`src/rtl/seg_lookup_pkg.sv`:
```
package seg_lookup_pkg;

    typedef enum logic [0:0] {
        ST_IDLE   = 1'b0,
        ST_ANSWER = 1'b1
    } lk_state_e;

endpackage

```
`src/rtl/seg_entry.sv`:
```
module seg_entry #(
    parameter int ADDR_W = 32,
    parameter int GIDX_W = 4,
    parameter int LIDX_W = 4
) (
    input  logic              clk,
    input  logic              rst_n,
    input  logic              we,
    input  logic [ADDR_W-1:0] wr_base,
    input  logic [ADDR_W-1:0] wr_size,
    input  logic [GIDX_W-1:0] wr_gidx,
    input  logic [LIDX_W-1:0] wr_lidx,
    input  logic              wr_cache,
    input  logic              wr_valid,
    input  logic [ADDR_W-1:0] lk_addr,
    output logic              match,
    output logic [GIDX_W-1:0] gidx,
    output logic [LIDX_W-1:0] lidx,
    output logic              cache
);

    logic [ADDR_W-1:0] base_q;
    logic [ADDR_W-1:0] size_q;
    logic              valid_q;
    logic [ADDR_W:0]   offset;

    always_ff @(posedge clk or negedge rst_n) begin
        if (!rst_n) begin
            base_q  <= '0;
            size_q  <= '0;
            gidx    <= '0;
            lidx    <= '0;
            cache   <= 1'b0;
            valid_q <= 1'b0;
        end else if (we) begin
            base_q  <= wr_base;
            size_q  <= wr_size;
            gidx    <= wr_gidx;
            lidx    <= wr_lidx;
            cache   <= wr_cache;
            valid_q <= wr_valid;
        end
    end

    // Offset is taken one bit wider than the address so that an address
    // below the base shows up as a negative value, and a segment that ends
    // at the top of the address space cannot wrap around to zero.
    always_comb begin
        offset = {1'b0, lk_addr} - {1'b0, base_q};
        match  = valid_q && !offset[ADDR_W] && (offset[ADDR_W-1:0] < size_q);
    end

    // stored contents change only through an accepted write
    p_hold_unless_written_r8: assert property (
        @(posedge clk) disable iff (!rst_n)
        !we |=> ($stable(base_q) && $stable(size_q) && $stable(valid_q))
    );

endmodule

```
`src/rtl/seg_prio.sv`:
```
module seg_prio #(
    parameter int N = 8
) (
    input  logic [N-1:0] req,
    output logic [N-1:0] grant,
    output logic         any,
    output logic         multi
);

    logic [N:0] seen;

    assign seen[0] = 1'b0;

    for (genvar i = 0; i < N; i++) begin : g_chain
        assign grant[i]  = req[i] && !seen[i];
        assign seen[i+1] = seen[i] || req[i];
    end

    always_comb begin
        any   = seen[N];
        multi = ($countones(req) > 1);
    end

    always_comb begin
        // at most one winner, and only among the entries that matched
        p_single_grant_r7: assert ($onehot0(grant));
        p_grant_in_req_r7: assert ((grant & ~req) == '0);
    end

endmodule

```
`src/rtl/seg_lookup.sv`:
```
module seg_lookup
    import seg_lookup_pkg::*;
#(
    parameter int N_ENTRIES = 8,
    parameter int ADDR_W    = 32,
    parameter int GIDX_W    = 4,
    parameter int LIDX_W    = 4,
    localparam int IDX_W    = (N_ENTRIES > 1) ? $clog2(N_ENTRIES) : 1
) (
    input  logic              clk,
    input  logic              rst_n,
    input  logic              wr_en,
    input  logic [IDX_W-1:0]  wr_sel,
    input  logic [ADDR_W-1:0] wr_base,
    input  logic [ADDR_W-1:0] wr_size,
    input  logic [GIDX_W-1:0] wr_gidx,
    input  logic [LIDX_W-1:0] wr_lidx,
    input  logic              wr_cache,
    input  logic              wr_valid,
    input  logic              lk_req,
    input  logic [ADDR_W-1:0] lk_addr,
    output logic              rsp_valid,
    output logic              rsp_hit,
    output logic [GIDX_W-1:0] rsp_gidx,
    output logic [LIDX_W-1:0] rsp_lidx,
    output logic              rsp_cache,
    output logic              rsp_overlap
);

    lk_state_e state_q, state_d;

    logic                 wr_accept;
    logic [N_ENTRIES-1:0] match_v;
    logic [N_ENTRIES-1:0] grant_v;
    logic                 any_hit;
    logic                 multi_hit;
    logic [GIDX_W-1:0]    g_arr [N_ENTRIES];
    logic [LIDX_W-1:0]    l_arr [N_ENTRIES];
    logic [N_ENTRIES-1:0] c_vec;
    logic [GIDX_W-1:0]    sel_gidx;
    logic [LIDX_W-1:0]    sel_lidx;
    logic                 sel_cache;

    // Writes land only in cycles with no lookup presented.
    assign wr_accept = wr_en && !lk_req;

    for (genvar i = 0; i < N_ENTRIES; i++) begin : g_entry
        seg_entry #(
            .ADDR_W (ADDR_W),
            .GIDX_W (GIDX_W),
            .LIDX_W (LIDX_W)
        ) entry_i (
            .clk      (clk),
            .rst_n    (rst_n),
            .we       (wr_accept && (wr_sel == IDX_W'(i))),
            .wr_base  (wr_base),
            .wr_size  (wr_size),
            .wr_gidx  (wr_gidx),
            .wr_lidx  (wr_lidx),
            .wr_cache (wr_cache),
            .wr_valid (wr_valid),
            .lk_addr  (lk_addr),
            .match    (match_v[i]),
            .gidx     (g_arr[i]),
            .lidx     (l_arr[i]),
            .cache    (c_vec[i])
        );
    end

    seg_prio #(
        .N (N_ENTRIES)
    ) prio_i (
        .req   (match_v),
        .grant (grant_v),
        .any   (any_hit),
        .multi (multi_hit)
    );

    always_comb begin
        sel_gidx  = '0;
        sel_lidx  = '0;
        sel_cache = 1'b0;
        for (int i = 0; i < N_ENTRIES; i++) begin
            if (grant_v[i]) begin
                sel_gidx  = sel_gidx | g_arr[i];
                sel_lidx  = sel_lidx | l_arr[i];
                sel_cache = sel_cache | c_vec[i];
            end
        end
    end

    // Next-state logic
    always_comb begin
        state_d = state_q;
        unique case (state_q)
            ST_IDLE:   state_d = lk_req ? ST_ANSWER : ST_IDLE;
            ST_ANSWER: state_d = lk_req ? ST_ANSWER : ST_IDLE;
        endcase
    end

    // State register
    always_ff @(posedge clk or negedge rst_n) begin
        if (!rst_n) state_q <= ST_IDLE;
        else        state_q <= state_d;
    end

    // Response registers
    always_ff @(posedge clk or negedge rst_n) begin
        if (!rst_n) begin
            rsp_hit     <= 1'b0;
            rsp_gidx    <= '0;
            rsp_lidx    <= '0;
            rsp_cache   <= 1'b0;
            rsp_overlap <= 1'b0;
        end else if (lk_req) begin
            rsp_hit     <= any_hit;
            rsp_gidx    <= sel_gidx;
            rsp_lidx    <= sel_lidx;
            rsp_cache   <= sel_cache;
            rsp_overlap <= multi_hit;
        end else begin
            rsp_hit     <= 1'b0;
            rsp_gidx    <= '0;
            rsp_lidx    <= '0;
            rsp_cache   <= 1'b0;
            rsp_overlap <= 1'b0;
        end
    end

    assign rsp_valid = (state_q == ST_ANSWER);

    // a response follows each request by exactly one cycle
    p_rsp_after_req_r2: assert property (
        @(posedge clk) disable iff (!rst_n)
        lk_req |=> rsp_valid
    );
    p_no_rsp_without_req_r2: assert property (
        @(posedge clk) disable iff (!rst_n)
        !lk_req |=> !rsp_valid
    );
    // a miss drives every attribute to zero
    p_miss_is_zero_r4: assert property (
        @(posedge clk) disable iff (!rst_n)
        (rsp_valid && !rsp_hit) |-> (rsp_gidx == '0 && rsp_lidx == '0 && !rsp_cache && !rsp_overlap)
    );
    // an overlap report implies a hit
    p_overlap_implies_hit_r7: assert property (
        @(posedge clk) disable iff (!rst_n)
        rsp_overlap |-> (rsp_hit && rsp_valid)
    );

endmodule

```
`config.mk`:
```
export PLATFORM = sky130hd
export DESIGN_NAME = seg_lookup
export DESIGN_NICKNAME = d
export VERILOG_FILES = /design/src/rtl/seg_lookup_pkg.sv /design/src/rtl/seg_entry.sv /design/src/rtl/seg_prio.sv /design/src/rtl/seg_lookup.sv
export SDC_FILE = /design/constraint.sdc
export NUM_CORES = 1
export LEC_CHECK = 0
export CAP_MARGIN = 40
export CORE_ASPECT_RATIO = 0.7
export CORE_MARGIN = 10
export CORE_UTILIZATION = 46
export CTS_CLUSTER_SIZE = 14
export DETAILED_ROUTE_END_ITERATION = 7
export SYNTH_ARGS = -nofsm -noshare
export SYNTH_HDL_FRONTEND = slang
export SYNTH_SLANG_ARGS = --single-unit
```
`constraint.sdc`:
```
create_clock -name clk -period 9.4 [get_ports clk]
set_input_delay 1.88 -clock clk [delete_from_list [all_inputs] [get_ports clk]]
set_output_delay 1.88 -clock clk [all_outputs]
set_load 0.05 [all_outputs]
```
* Word level (Yosys, flattened, before mapping)
Cells that the tools add are included.
** Word-level totals
- Flip-flop bits (word level) :: 604
- Bits in latches :: 0
- Memory bits (writable) :: 0
- Memory bits (read-only) :: 0
- Bits of input ports :: 113
- Output and inout bits :: 12
- Word-level logic and storage cells :: 192
- Memories kept :: 0
** Operators by class
- $add $sub $neg :: 15
- Multipliers :: 0
- Divide/modulo/power cells :: 0
- $lt $le $gt $ge :: 9
- Equal/unequal tests :: 7
- Shift operators :: 0
- Multiplexer cells :: 30
- Bitwise logic cells :: 21
- Reduce and logical (&&, ||, !) cells :: 56
** Operator list (count)
- $sub 32x32->33 :: 8
- $lt 32x32->1 :: 8
- $mux 4 :: 18
- $or 4x4->4 :: 14
- $add 32x3->32 :: 1
- $add 32x32->32 :: 1
- $gt 32x2->1 const B :: 1
- $logic_and 1x1->1 :: 32
- $logic_not 1->1 :: 16
- $eq 3x3->1 const B :: 4
- $mux 1 :: 12
- $add 1x1->2 :: 4
- $logic_or 1x1->1 :: 7
- $or 1x1->1 :: 7
- $eq 3x2->1 const B :: 2
- $add 2x2->3 :: 1
- $eq 3x1->1 const B :: 1
- $logic_not 3->1 :: 1

* Logic depth before layout (Yosys ltp)
- Depth in word-level cells :: 20
- Mapped depth :: 38
- Gate-level depth less buffers :: 38

* By module
From an unflattened synthesis, not the netlist that was laid out.
** Unflattened totals
- Cell total of the unflattened synthesis :: 5010
- Area total of the unflattened synthesis :: 43300.3 um^2
** By module, submodules not included
- seg_entry at g_entry[1].entry_i ... :: times used 5, cells an instance 616, area each 5312.6 um^2, sequential area each 1851.8 um^2
- seg_entry at g_entry[2].entry_i ... :: times used 2, cells an instance 602, area each 5175.0 um^2, sequential area each 1851.8 um^2
- seg_entry at g_entry[0].entry_i :: times used 1, cells an instance 611, area each 5277.6 um^2, sequential area each 1851.8 um^2
- seg_lookup :: times used 1, cells an instance 81, area each 780.7 um^2, sequential area each 300.3 um^2
- seg_prio :: times used 1, cells an instance 34, area each 329.1 um^2, sequential area each 0.0 um^2

* Worst setup path before layout
OpenSTA, ideal clock, no wires.
- Kind :: input-to-reg
- Start :: in lk_addr[0]
- End :: reg rsp_overlap
- Library setup time :: 132 ps
- Arrival :: 8057 ps
- Data required time :: 9268 ps
- Path slack :: 1211 ps
- Stages :: 33
- Path buffers :: 1
- Path through :: inv_1 ha_1 nor2b_1 o31a_1 o211ai_1 a21oi_1 a2111oi_0 o21bai_1 a21oi_1 o21bai_1 a21oi_1 xnor2_1 ha_1 a211oi_1 o221ai_1 a221oi_1 o2111ai_1 a211oi_1 o21ai_1 inv_2 clkbuf_1 ha_1 inv_1 fa_1 fa_1 inv_1 ha_1 fa_1 inv_1 a2111oi_0 a21oi_1 nor3_1 nor2_1
** On the way
- Word-level cells in the longest chain between the ends :: 9
- Elaborated cells between the ends (all ways) :: 49
- Those cells by class :: add/sub: 15; order compare: 9; mux: 1; reduce/logical: 24
** Ends and longest elaborated chain
- start, declared :: line seg_lookup.sv:21 : input logic [ADDR_W-1:0] lk_addr,
- branches (longest 6 deep; another with $sub 32x32->33)
- $add 32x3->32 (not written as such) (*) :: line seg_prio.sv:21 : multi = ($countones(req) > 1);
- $gt 32x2->1 (*) :: line seg_prio.sv:21
- $mux 1 (*) :: line seg_lookup.sv:115 : end else if (lk_req) begin
- end signal, assigned :: line seg_lookup.sv:120 : rsp_overlap <= multi_hit;
- end, declared :: line seg_lookup.sv:27 : output logic rsp_overlap
Every way passes the cells marked *.
A chain may end at the register's enable or synchronous reset.

* Worst setup path after layout
- Start :: in lk_addr[1]
- End :: reg rsp_overlap
The elaborated chain is that of the path after synthesis.

==> reports/qor.yml <==
status: "completed"
num_io_pins: 125
worstMarginPinSlew_ns: 1.07
rows: 91
crit_top_cell: "ha_1"
placedInstanceArea_sq_um: 44900
area_growth_pct: 14.0
multiInputGateArea_sq_um: 23600
drive_gt1_share_pct: 13.3
critical-path-top-delay-family: "compound AO/OA/AOI/OAI gates"
syn_inst: 4383
cts_tree: "yes"
startpoint: "lk_addr[1]"
routedWlPerCell_um: 21.0
synth_edf_count: 0
drt-pass1-iter-count: 6
vias_per_cell: 5.57
die_height_um: 271
htree_levels: 3
required_ns: 9.91
clockBufferDepth: 3
grt_pass1_vias: 31783
hp-class: "reg -> reg"
synth_seq_area_share_pct: 36.6
ant_nets: 0
tns_ns: 0
layout_min_cycle_time_ns: 8.81
relSlewSlack_pct: 28.5
worstSkewPairLatency_ns: 0.66
wl_um: 123000
critPathBufInv: 8
avgSynthCellArea_sq_um: 9.43
cts_resized: 0
gr-total-overflow: 0
worst-path-max-fanout: 13
crit_type: "in -> reg"
arrival_ns: 9.31
post_cts_buffers: 0
start_util_pct: 46.7
antenna_found_initial: 10
hold_viol_final: 0
die_w_um: 378
leakage_nw: 22.5
place_congestion: 0.923
coreArea_sq_um: 88600
holdWs_ns: 0.495
vias: 32470
yosysUniqueCellTypes: 85
async_reset_ff_share_pct: 100
max_stage_delay_ns: 0.51
fillCellCount: 8158
drc_errors: 0
rsz0062_at_grt: "false"
setup_viol: 0
most-common-layout-cells: "dfrtp_1, inv_1, ha_1, nand2_1, o21ai_0"
ys.flop_type: "dfrtp_1"
design_area_sq_um: 47100
clk_pin_slew_ns: 0.06
fin_cells: 5829
dpl_worst_slack_ns: -0.139
syn_area_sq_um: 41300
dp_cells: 5709
reg2reg_from: "g_entry[1].entry_i.base_q[1]"
cts-hold-fix-buffers: 0
synth-seq-cells: 604
finalWorstSetupSlack_ns: 0.594
critPathLaunchType: "primary input"
cts_buffers: 67
register_area_sq_um: 15100
place_hpwl_um: 93000
synth_warnings: 0
layout_worst_path_cycle_share_pct: 93.7
die_area_sq_um: 102000
drv_slew: 0
cp-end-kind: "flop"
hold_start: "g_entry[4].entry_i.valid_q"
clock_sink_count: 604
grt_pass1_wl_um: 189000
cpMaxStageDelayCell: "clkdlybuf4s50_1"
peakVddDrop_mv: 0.182
cts_root_buf: "clkbuf_16"
track_usage_pct: 23.8
utilization_pct: 53.2
power.density_nw_per_um2: 254
drt_iter0_drc: 2623
portBuffers: 124
final_common_cell: "dfrtp_1"
syn_nets: 5021
skew_ns: 0.0223
power_mw: 12.0
grt_max_degree: 158
max_freq_mhz: 114
fin_nets: 5254
cap_violations: 0
kinds of logic after synthesis:
group                    after synthesis  share of synthesized area, %
AO/OA/AOI/OAI                       1133                          17.2
multiplexers                         345                          9.40
XOR/XNOR                             226                          4.79
AND/OR/NAND/NOR                      852                          9.64
buffers and inverters                698                          6.34
adder cells (fa/ha/maj)              525                          16.1
flip-flops                           604                          36.6
state kept, by name, indices dropped and copies added (netlist names):
name                     flops
g_entry.entry_i.base_q     256
g_entry.entry_i.size_q     256
g_entry.entry_i.gidx        32
g_entry.entry_i.lidx        32
g_entry.entry_i.cache        8
g_entry.entry_i.valid_q      8
rsp_gidx                     4
rsp_lidx                     4
rsp_cache                    1
rsp_hit                      1
rsp_overlap                  1
rsp_valid                    1
where the power goes:
part | switching (mW) | leakage (nW) | internal (mW)
combinational | 3.24 | 14.1 | 2.54
clock | 1.14 | 1.08 | 1.59
sequential | 0.241 | 7.34 | 3.21
final timing paths:
path | slack (ns) | cells after the start | endpoint
min reg2reg | 0.50 | 1 | g_entry[4].entry_i.valid_q
min in group asynchronous | 1.20 | 1 | g_entry[5].entry_i.size_q[8]
max in group asynchronous | 6.70 | 2 | g_entry[7].entry_i.lidx[1]
min | 0.50 | 1 | g_entry[4].entry_i.valid_q
max reg2reg | 2.03 | 35 | rsp_overlap
max | 0.59 | 36 | rsp_overlap
cell type report:
class                   count  share of cell area (%)
clock inverters            19                   0.446
multi-input cells        3081                    50.2
repair buffers            265                    5.22
well taps                1162                    3.08
inverters                 597                    4.75
clock buffers              98                    4.24
diodes                      3                  0.0159
flip-flops and latches    604                    32.1
routing by layer:
layer | GRT usage, % | up-vias | wire, um
li1 | - | 15768 | -
met1 | 37.4 | 15631 | 63100
met2 | 32.2 | 928 | 47000
met3 | 4.73 | 143 | 9570
met4 | 6.28 | 0 | 2930
met5 | 0 | - | 0
cells in the mapped netlist (26+ instances only):
cell type	number	area [sq um]
a21o_1	138	1040
o211ai_1	26	195
inv_1	593	2230
o21a_1	44	330
o21ai_1	50	250
nand3_1	41	205
nand2b_1	47	294
nor2b_1	45	282
o21bai_1	31	233
nor2_1	170	638
dfrtp_1	604	15100
nand4_1	51	319
mux2_2	344	3870
nor3_1	33	165
xor2_1	66	578
a211oi_1	42	315
a21oi_1	250	1250
ha_1	513	6420
xnor2_1	160	1400
nand2_1	372	1400
clkbuf_1	96	360
o21ai_0	364	1820
No activity file was read; power rests on OpenSTA's default activity.
